--- src/rtl/xds_pkg.sv ---
// Package: shared constants and the strobe control layout for the indexed
// strobe data port. Assumes 8-bit index and extended index registers.
package xds_pkg;

    // extended index values inside a socket's data window
    localparam logic [7:0] XI_DATA     = 8'h0A;
    localparam logic [7:0] XI_CTRL     = 8'h0C;

    // per-socket index offsets; socket s adds s * SOCK_STRIDE
    localparam logic [7:0] WIN_XIDX    = 8'h2E;
    localparam logic [7:0] WIN_XDAT    = 8'h2F;
    localparam int         SOCK_STRIDE = 64;

    // writable bits of the strobe control register
    localparam logic [7:0] CTRL_MASK   = 8'h3C;

    typedef struct packed {
        logic [1:0] rsv_hi;
        logic       pol_hi;     // 1: strobe high while active
        logic       wr_en;      // write cycles fire the strobe
        logic       rd_en;      // read cycles fire the strobe
        logic       push_pull;  // 1: drive both levels
        logic [1:0] rsv_lo;
    } ctrl_t;

endpackage

--- src/rtl/xds_pin.sv ---
// Module: converts a socket's logical strobe state into pin value, output
// enable and pull-up enable. Assumes the caller resolves strobe activity.
module xds_pin (
    input  logic act,
    input  logic pol_hi,
    input  logic mode_en,
    input  logic push_pull,
    input  logic pu_off,
    output logic pin_out,
    output logic pin_oe,
    output logic pin_pu
);
    logic lvl;

    // pin drive, enable and pull-up from level and drive mode
    always_comb begin
        lvl     = pol_hi ? act : ~act;
        pin_oe  = mode_en & (push_pull | ~lvl);
        pin_out = mode_en & push_pull & lvl;
        pin_pu  = ~mode_en & ~pu_off;
    end
endmodule

--- src/rtl/xds_sock.sv ---
// Module: one socket's extended index, strobe control and external data
// (shadow) registers, its strobe decode and read mux. Assumes the top
// qualifies dat_wr/dat_rd with the data-port address.
module xds_sock
    import xds_pkg::*;
#(
    parameter int SOCK   = 0,
    parameter int DBUS_W = 16
) (
    input  logic              clk,
    input  logic              rst_n,
    input  logic              dat_wr,
    input  logic              dat_rd,
    input  logic [7:0]        idx_q,
    input  logic [DBUS_W-1:0] wdata,
    input  logic [7:0]        ext_in,
    input  logic              pu_off,
    output logic [DBUS_W-1:0] rdata,
    output logic              strb_act,
    output logic [7:0]        ctrl_o,
    output logic [7:0]        data_o,
    output logic              pin_out,
    output logic              pin_oe,
    output logic              pin_pu
);
    localparam int         LANE  = (DBUS_W >= 16) ? 8 : 0;
    localparam logic [7:0] BASE  = 8'(SOCK * SOCK_STRIDE);
    localparam logic [7:0] IX_X  = BASE + WIN_XIDX;
    localparam logic [7:0] IX_D  = BASE + WIN_XDAT;

    logic [7:0] xidx_q;
    ctrl_t      ctrl_q;
    logic [7:0] data_q;
    logic       sel_x, sel_d, sel_ext;

    // window selection from the shared index and own extended index
    always_comb begin
        sel_x   = (idx_q == IX_X);
        sel_d   = (idx_q == IX_D);
        sel_ext = sel_d && (xidx_q == XI_DATA);
    end

    // register writes, captured on every edge the write pulse is low
    always_ff @(posedge clk) begin
        if (!rst_n) begin
            xidx_q <= '0;
            ctrl_q <= '0;
            data_q <= '0;
        end else if (dat_wr) begin
            if (sel_x) begin
                xidx_q <= wdata[7:0];
            end else if (sel_d) begin
                if (xidx_q == XI_DATA)
                    data_q <= wdata[LANE +: 8];
                else if (xidx_q == XI_CTRL)
                    ctrl_q <= ctrl_t'(wdata[7:0] & CTRL_MASK);
            end
        end
    end

    // strobe active while the selected read or write pulse is low
    always_comb begin
        strb_act = sel_ext && ((ctrl_q.wr_en && dat_wr) ||
                               (ctrl_q.rd_en && dat_rd));
    end

    // read mux for this socket's window
    always_comb begin
        rdata = '0;
        if (dat_rd) begin
            if (sel_x) begin
                rdata[7:0] = xidx_q;
            end else if (sel_d) begin
                if (xidx_q == XI_DATA)
                    rdata[LANE +: 8] = (ctrl_q.rd_en && !ctrl_q.wr_en) ? ext_in : data_q;
                else if (xidx_q == XI_CTRL)
                    rdata[7:0] = ctrl_q;
            end
        end
    end

    // expose control and shadow for the top
    always_comb begin
        ctrl_o = ctrl_q;
        data_o = data_q;
    end

    xds_pin u_pin (
        .act       (strb_act),
        .pol_hi    (ctrl_q.pol_hi),
        .mode_en   (ctrl_q.wr_en | ctrl_q.rd_en),
        .push_pull (ctrl_q.push_pull),
        .pu_off    (pu_off),
        .pin_out   (pin_out),
        .pin_oe    (pin_oe),
        .pin_pu    (pin_pu)
    );
endmodule

--- src/rtl/xdata_strobe_port.sv ---
// Module: top of the indexed strobe data port. Holds the index register,
// decodes the two host ports and instantiates one slice per socket.
// Assumes an address-decoded host with active-low read/write pulses.
module xdata_strobe_port
    import xds_pkg::*;
#(
    parameter int              NSOCK    = 2,
    parameter int              DBUS_W   = 16,
    parameter int              ADDR_W   = 10,
    parameter logic [ADDR_W-1:0] IDX_PORT = 10'h3E0,
    parameter logic [ADDR_W-1:0] DAT_PORT = 10'h3E1
) (
    input  logic                clk,
    input  logic                rst_n,
    input  logic [ADDR_W-1:0]   io_addr,
    input  logic [DBUS_W-1:0]   io_wdata,
    input  logic                iow_n,
    input  logic                ior_n,
    output logic [DBUS_W-1:0]   io_rdata,
    input  logic [NSOCK*8-1:0]  ext_rdata,
    input  logic [NSOCK-1:0]    pu_off,
    output logic [NSOCK-1:0]    strb_out,
    output logic [NSOCK-1:0]    strb_oe,
    output logic [NSOCK-1:0]    strb_pu
);
    logic [7:0]                   idx_q;
    logic                         idx_wr, idx_rd, dat_wr, dat_rd;
    logic [NSOCK-1:0][DBUS_W-1:0] sk_rdata;
    logic [NSOCK-1:0][7:0]        sk_ctrl;
    logic [NSOCK-1:0][7:0]        sk_data;
    logic [NSOCK-1:0]             sk_act;

    // host port decode
    always_comb begin
        idx_wr = !iow_n && (io_addr == IDX_PORT);
        idx_rd = !ior_n && (io_addr == IDX_PORT);
        dat_wr = !iow_n && (io_addr == DAT_PORT);
        dat_rd = !ior_n && (io_addr == DAT_PORT);
    end

    // index register
    always_ff @(posedge clk) begin
        if (!rst_n)
            idx_q <= '0;
        else if (idx_wr)
            idx_q <= io_wdata[7:0];
    end

    for (genvar s = 0; s < NSOCK; s++) begin : g_sock
        xds_sock #(
            .SOCK   (s),
            .DBUS_W (DBUS_W)
        ) u_sock (
            .clk      (clk),
            .rst_n    (rst_n),
            .dat_wr   (dat_wr),
            .dat_rd   (dat_rd),
            .idx_q    (idx_q),
            .wdata    (io_wdata),
            .ext_in   (ext_rdata[s*8 +: 8]),
            .pu_off   (pu_off[s]),
            .rdata    (sk_rdata[s]),
            .strb_act (sk_act[s]),
            .ctrl_o   (sk_ctrl[s]),
            .data_o   (sk_data[s]),
            .pin_out  (strb_out[s]),
            .pin_oe   (strb_oe[s]),
            .pin_pu   (strb_pu[s])
        );
    end

    // merge read data from index port and socket windows
    always_comb begin
        io_rdata = '0;
        if (idx_rd)
            io_rdata[7:0] = idx_q;
        for (int s = 0; s < NSOCK; s++)
            io_rdata = io_rdata | sk_rdata[s];
    end
endmodule

--- config.mk ---
export PLATFORM = sky130hd
export DESIGN_NAME = xdata_strobe_port
export DESIGN_NICKNAME = d
export VERILOG_FILES = /design/src/rtl/xds_pkg.sv /design/src/rtl/xds_pin.sv /design/src/rtl/xds_sock.sv /design/src/rtl/xdata_strobe_port.sv
export SDC_FILE = /design/constraint.sdc
export NUM_CORES = 1
export LEC_CHECK = 0
export ABC_AREA = 0
export BUFFER_PORTS_ARGS = -buffer_cell sky130_fd_sc_hd__buf_2
export CELL_PAD_IN_SITES_DETAIL_PLACEMENT = 0
export CELL_PAD_IN_SITES_GLOBAL_PLACEMENT = 2
export CORE_MARGIN = 5
export CORE_UTILIZATION = 31
export CTS_CLUSTER_SIZE = 30
export DETAILED_ROUTE_END_ITERATION = 7
export PLACE_DENSITY_LB_ADDON = 0.3
export SYNTH_ARGS = -nofsm -noshare
export SYNTH_HDL_FRONTEND = slang
export SYNTH_HIERARCHICAL = 1
export SYNTH_SLANG_ARGS = --single-unit
--- constraint.sdc ---
create_clock -name clk -period 3.58 [get_ports clk]
set_input_delay 0.358 -clock clk [delete_from_list [all_inputs] [get_ports clk]]
set_output_delay 0.358 -clock clk [all_outputs]
set_load 0.05 [all_outputs]
# Word-level counts from Yosys, hierarchy flattened

Index checks and enable logic that the tools add are counted.
Widths: inputs -> output; s select.

Register bits after elaboration: 48

Bitwise gates (word level): 26
Multiplexer cells: 19
Reduce and logical (&&, ||, !) cells: 26
Equality and inequality tests: 10

Operator list:

| kind                 | count |
|---|---|
| $mux 8               | 9 |
| $mux 16              | 4 |
| $eq 8x4->1 const B   | 4 |
| $mux 6               | 4 |
| $eq 10x10->1 const B | 2 |
| $eq 8x6->1 const B   | 2 |
| $eq 8x7->1 const B   | 2 |
| $or 16x16->16        | 1 |
| $or 8x16->16         | 1 |
| $logic_and 1x1->1    | 14 |
| $not 1->1            | 12 |
| $reduce_and 5->1     | 2 |
| $and 1x1->1          | 8 |
| $reduce_and 4->1     | 2 |
| $logic_not 1->1      | 4 |
| $or 1x1->1           | 4 |
| $reduce_and 2->1     | 2 |
| $logic_or 1x1->1     | 2 |
| $mux 1               | 2 |

# Depth between registers and ports, before layout

Gate-level depths: netlist of the first run.

Depth in word-level cells: 10
Mapped depth: 9
Depth with buffers taken out: 8

# Modules after synthesis

Netlist of the first run, hierarchy kept.

Modules (own cells, without submodules):

| module                       | cells each | area an instance (um2) | times used | sequential area each (um2) |
|---|---|---|---|---|
| xds_sock at g_sock[1].u_sock | 138        | 1,179.9                | 1          | 400.4 |
| xds_sock at g_sock[0].u_sock | 133        | 1,109.8                | 1          | 400.4 |
| xdata_strobe_port            | 77         | 563.0                  | 1          | 160.2 |
| xds_pin                      | 5          | 27.5                   | 2          | 0.0 |

# Worst setup path before layout of the first run

OpenSTA, ideal clock, no wires.

Path kind: input to output
From: input io_addr[3]
To: output strb_out[0]
Path slack: 0.464 ns
Arrival time: 2.758 ns
Path buffers: 1
Stages: 8
Cells stage by stage: or4b_4 > or4_1 > buf_6 > nor2_1 > a22oi_1 > nor2_1 > xor2_1 > nor2_1

Word-level cells in the longest chain between the ends: 8

RTL lines:

| item                | RTL line                | RTL |
|---|---|---|
| start: declaration  | xdata_strobe_port.sv:15 | `input logic [ADDR_W-1:0] io_addr,` |
| $eq 10x10->1 *      | xdata_strobe_port.sv:38 | `dat_rd = !ior_n && (io_addr == DAT_PORT);` |
| $logic_and 1x1->1 * | xdata_strobe_port.sv:38 |  |
| named net dat_rd    | xdata_strobe_port.sv:27 | `logic idx_wr, idx_rd, dat_wr, dat_rd;` |
| $logic_and 1x1->1 * | xds_sock.sv:64          | `(ctrl_q.rd_en && dat_rd));` |
| $logic_or 1x1->1 *  | xds_sock.sv:63          | `strb_act = sel_ext && ((ctrl_q.wr_en && dat_wr) \|\|` |
| $logic_and 1x1->1 * | xds_sock.sv:63          |  |
| named net sk_act[0] | xdata_strobe_port.sv:31 | `logic [NSOCK-1:0] sk_act;` |
| $not 1->1           | xds_pin.sv:17           | `lvl = pol_hi ? act : ~act;` |
| $mux 1 *            | xds_pin.sv:17           |  |
| $and 1x1->1 *       | xds_pin.sv:19           | `pin_out = mode_en & push_pull & lvl;` |
| end: declaration    | xdata_strobe_port.sv:22 | `output logic [NSOCK-1:0] strb_out,` |

Mark *: on every way through the listed nets, which the timed path passes. The rest lies on a longest branch.

==> impl_metrics.toml, run 1 <==
[power_and_ir_drop]
p_per_area_nw_per_um2 = 318
seq_power_share_pct = 49.6
combPwrFrac_pct = 6.4
p_sw_share_pct = 21.8
clkPwrFrac_pct = 44.0
p_leak_nw = 1.30
p_int_w = 0.000842
irDropWorstVdd_uv = 189
power_switching_w = 0.000235

[layout]
final_common_cell = "nand2_1"
final_cell_mix = "92 x nand2_1, 69 x buf_2, 48 x mux2i_1, 48 x dfxtp_1, 32 x nor2_1"
fillers = 979
final_util_pct = 37.4
regArea_um2 = 961
area_growth_pct = 19.3
diodes = 0
multi_input_area_um2 = 1740
fin_cells = 523
layout-drive-gt1-share_pct = 28.9
num-nets-final = 459

[clock_network]
cts_sinks = 48
root_buffer = "clkbuf_8"
postCtsSetupBuffers = 0
cts_buffer_depth = 2
htreeDepth = 2
cts_buffers = 5
path_clk_slew_ns = 0.09
ctsHoldBuffers = 0
insertion_delay_ns = 0.30
cts_tree = "built"
post_cts_resized = 0

[sta]
slew_headroom_pct = 48.7
final_hold_viol_count = 0
fmax_mhz = 331
tns_ns = 0
timing.final.crit_period_ns = 3.02
fin_crit_sh_pct = 84.4
worst_slew_pin_slew_ns = 0.769
finalSetupViolations = 0
slew_violations = 0
rsz0062_at_grt = "false"
finClkSkew_ns = 0.00630
holdWs_ns = 0.298

[detailed_routing]
viasPerCell = 4.88
vias = 2550
dr_wl_met2_um = 3540
drtPass1Iterations = 4
wl_um = 7670
drc = 0
drt-met1-wl_um = 3620
drtAntennaViolNets = 0
drt_iter0_drc = 127
highest_layer = "met4"
wl_met3_um = 425
avgRoutedWirePerCell_um = 14.7

[yosys]
syn-num-nets = 396
syn_area_per_cell_um2 = 8.16
syn_area_um2 = 2840
syn_inst = 348
yosysWarnings = 6

[min_path]
hold_class = "primary input to register"
min_path_cells = 3

[global_route]
grt_first_pass_wirelength_um = 12700
antenna_found_initial = 0
grt_pass1_vias = 2458
grt_max_degree = 47
grt.overflow.total = 0
track_usage_pct = 14.2

[worst_setup_path]
cp_max_fo = 8
cp_data_required_time_ns = 3.22
crit_path_end_kind = "output pin"
reg2reg_depth = 4
crit_type = "primary input to output pin"
crit_arrival_ns = 2.66
startpoint_type = "primary input"

[floorplanning]
pin_count = 70
initial_core_util_pct = 31.3
core_um2 = 9060
die-area_um2 = 11200
die_h_um = 106
die_w_um = 106
fp-row-count = 35

[place]
dp_cells = 515
io_buffers = 69
hpwl_um = 6010
place_congestion = 0.825

[run_status]
status = "finished, final reports clean"

[run]
max-cap-violations = 0
area by class of cell:
type                       count  area share [%]
tap                          111            4.10
timing repair buffer          77            12.0
inverter                       1           0.111
clock buffer                   5            2.03
clock inverter                 3            2.03
sequential                    48            28.3
multi-input combinational    278            51.4
worst paths after layout:
| kind | end | from | slack (ns) |
|---|---|---|---|
| setup / recovery | io_rdata[2] | io_addr[3] | 0.56 |
| hold / removal | g_sock[1].u_sock/data_o[4] | io_wdata[12] | 0.30 |
| setup reg to reg | g_sock[0].u_sock/data_o[5] | idx_q[0] | 1.76 |
| hold reg to reg | g_sock[1].u_sock/data_o[6] | g_sock[1].u_sock/data_o[6] | 0.46 |
power by group through the flow:
| stage | Sequential, W | Clock [W] | Combinational [W] |
|---|---|---|---|
| after global placement | 0.000546 | 0 | 0.0000700 |
| after CTS | 0.000534 | 0.000489 | 0.0000707 |
| after global routing | 0.000534 | 0.000518 | 0.0000797 |
| after detailed placement | 0.000546 | 0 | 0.0000705 |
| final | 0.000533 | 0.000474 | 0.0000693 |
| after floorplan | 0.000546 | 0 | 0.0000316 |
state kept, by name (all words and copies together) (netlist names):
register,flops
g_sock.u_sock/ctrl_o,8
idx_q,8
g_sock.u_sock/xidx_q,16
g_sock.u_sock/data_o,16
worst max-delay path, stage by stage:
cell     delay (ns)
buf_2          0.09
or4b_4         0.54
or4_1          0.43
nor2_1         0.11
buf_4          0.18
and4b_1        0.33
a22o_1         0.22
nor2_1         0.06
o21ai_2        0.05
buf_2          0.27
per-layer routing:
layer | track usage (%) | vias to the layer above
li1 | - | 1317
met4 | 3.33 | 0
met3 | 2.88 | 5
met5 | 0 | -
met2 | 22.5 | 57
met1 | 19.9 | 1171
metrics by stage:
stage | total power (W) | setup slack, ns | area [um2]
3_5_place_dp | 0.000616 | 0.568 | 3250
6_report | 0.00108 | 0.558 | 3390
5_1_grt | 0.00113 | 0.435 | 3390
3_3_place_gp | 0.000616 | 0.574 | 3250
2_1_floorplan | 0.000578 | 0.464 | 2840
4_1_cts | 0.00109 | 0.570 | 3390
No activity file was read; power rests on OpenSTA's default activity.
==> inputs of run 2 (changes only) <==
==> constraint.sdc (replaced) <==
create_clock -name clk -period 2.8 [get_ports clk]
set_input_delay 0.28 -clock clk [delete_from_list [all_inputs] [get_ports clk]]
set_output_delay 0.28 -clock clk [all_outputs]
set_load 0.05 [all_outputs]
==> impl_metrics.toml, run 2 (same netlist as run 1, synthesis figures left out) <==
[detailed_routing]
drt_iter0_drc = 104
drtPass1Iterations = 4
wl_met3_um = 357
viasPerCell = 4.81
highest_layer = "met4"
wl_um = 7880
drt-met1-wl_um = 3700
vias = 2571
avgRoutedWirePerCell_um = 14.8
drtAntennaViolNets = 0
drc = 0
dr_wl_met2_um = 3730

[clock_network]
path_clk_slew_ns = 0.10
cts_tree = "built"
cts_buffer_depth = 2
root_buffer = "clkbuf_8"
postCtsSetupBuffers = 0
htreeDepth = 2
ctsHoldBuffers = 0
insertion_delay_ns = 0.31
cts_buffers = 5
cts_sinks = 48

[layout]
num-nets-final = 470
final_common_cell = "nand2_1"
multi_input_area_um2 = 1780
layout-drive-gt1-share_pct = 32.9
diodes = 0
area_growth_pct = 25.7
fillers = 964
final_cell_mix = "92 x nand2_1, 54 x buf_2, 48 x mux2i_1, 48 x dfxtp_1, 29 x nor2_1"
regArea_um2 = 961
final_util_pct = 39.4

[global_route]
grt_max_degree = 41
grt.overflow.total = 0
grt_pass1_vias = 2535
grt_first_pass_wirelength_um = 13000
antenna_found_initial = 0
track_usage_pct = 14.4

[sta]
finalSetupViolations = 0
final_hold_viol_count = 0
worst_slew_pin_slew_ns = 0.622
timing.final.crit_period_ns = 2.73
fin_ws_ns = 0.0676
tns_ns = 0
holdWs_ns = 0.218
fmax_mhz = 366
finClkSkew_ns = 0.0144
slew_headroom_pct = 58.6
slew_violations = 0
fin_crit_sh_pct = 97.6

[floorplanning]
initial_core_util_pct = 31.3
fp-row-count = 35
core_um2 = 9060
die_h_um = 106
die-area_um2 = 11200
die_w_um = 106
pin_count = 70

[power_and_ir_drop]
p_leak_nw = 1.36
irDropWorstVdd_uv = 215
p_per_area_nw_per_um2 = 388

[worst_setup_path]
crit_arrival_ns = 2.45
reg2reg_depth = 4
cp_num_buf_inv = 3
crit_start = "io_addr[3]"
cp_max_fo = 8
cp_slowest_cell = "or4b_4"
cp_data_required_time_ns = 2.52
startpoint_type = "primary input"
slowest_delay_ns = 0.54
crit_path_end_kind = "output pin"
rr_endpoint = "g_sock[0].u_sock/ctrl_o[4]"
crit_path_end = "io_rdata[1]"
critical_path_depth = 10
regToRegStartpoint = "idx_q[4]"
rrSetupSlack_ns = 1.11
path_cells = "buf_2 -> or4b_4 -> or4_4 -> nor2_4 -> buf_6 -> and4b_2 -> and2_1 -> nor2_1 -> o21ai_2 -> buf_2"
critPathTopFamily = "simple AND/OR/NAND/NOR gates"
crit_type = "primary input to output pin"
path_common_cell = "buf_2"

[place]
place_congestion = 0.778
io_buffers = 69
hpwl_um = 6200
place_ws_ns = -0.0412

[run_status]
status = "finished, final reports clean"

[run]
max-cap-violations = 0

[min_path]
hold_class = "primary input to register"
-- run 2: changes by cell type in the layout (fill, tap and decap cells not counted), sizes merged --
cell | previous run | this run
buf | 77 | 81
clkbuf | 5 | 12
-- run 2: layer usage --
metal  vias up  GRT usage, %
met3         8          3.06
li1       1334             -
met2        52          24.1
met4         0          3.61
met1      1177          18.9
met5         -             0
-- run 2: repair_timing --
| item | in CTS | in global routing |
|---|---|---|
| endpoints found under the setup margin | 7 | 20 |
| resized for setup | 6 | 23 |
| pin swaps | 0 | 2 |
-- run 2: area by class of cell --
| class | instances | share of cell area, % |
|---|---|---|
| Timing Repair Buffer | 88 | 15.5 |
| Clock inverter | 3 | 1.93 |
| Tap cell | 111 | 3.89 |
| Clock buffer | 5 | 1.93 |
| Inverter | 1 | 0.105 |
| Multi-Input combinational cell | 278 | 49.7 |
| Sequential cell | 48 | 26.9 |
-- run 2: worst min-delay path by stage --
stage                               start                    endpoint  slack (ns)  cells past startpoint
2_1_floorplan                 io_wdata[0]  g_sock[1].u_sock/xidx_q[0]        0.41                      2
3_3_place_gp   g_sock[1].u_sock/data_o[0]  g_sock[1].u_sock/data_o[0]        0.44                      2
3_5_place_dp   g_sock[1].u_sock/data_o[0]  g_sock[1].u_sock/data_o[0]        0.45                      2
4_1_cts                      io_wdata[10]  g_sock[1].u_sock/data_o[2]        0.21                      3
5_1_grt                      io_wdata[13]  g_sock[0].u_sock/data_o[5]        0.22                      3
6_report                      io_wdata[9]  g_sock[1].u_sock/data_o[1]        0.22                      3
-- run 2: stage by stage --
step / std cells / total power (W) / instance area (um2)
2_1_floorplan: 348 / 0.000738 / 2850
3_3_place_gp: 526 / 0.000791 / 3350
3_5_place_dp: 526 / 0.000792 / 3350
4_1_cts: 534 / 0.00140 / 3510
5_1_grt: 534 / 0.00144 / 3570
6_report: 534 / 0.00138 / 3570
-- run 2: where the power goes --
group | switching (W) | internal [W]
combinational | 0.0000563 | 0.0000367
sequential | 0.0000000556 | 0.000682
clock | 0.000250 | 0.000360
-- run 2: tightest hold or removal path: cells and delay by family --
kind,cells,cell delay (ns)
buf+inv,1,0.11
mux,1,0.06
simple gates,1,0.05
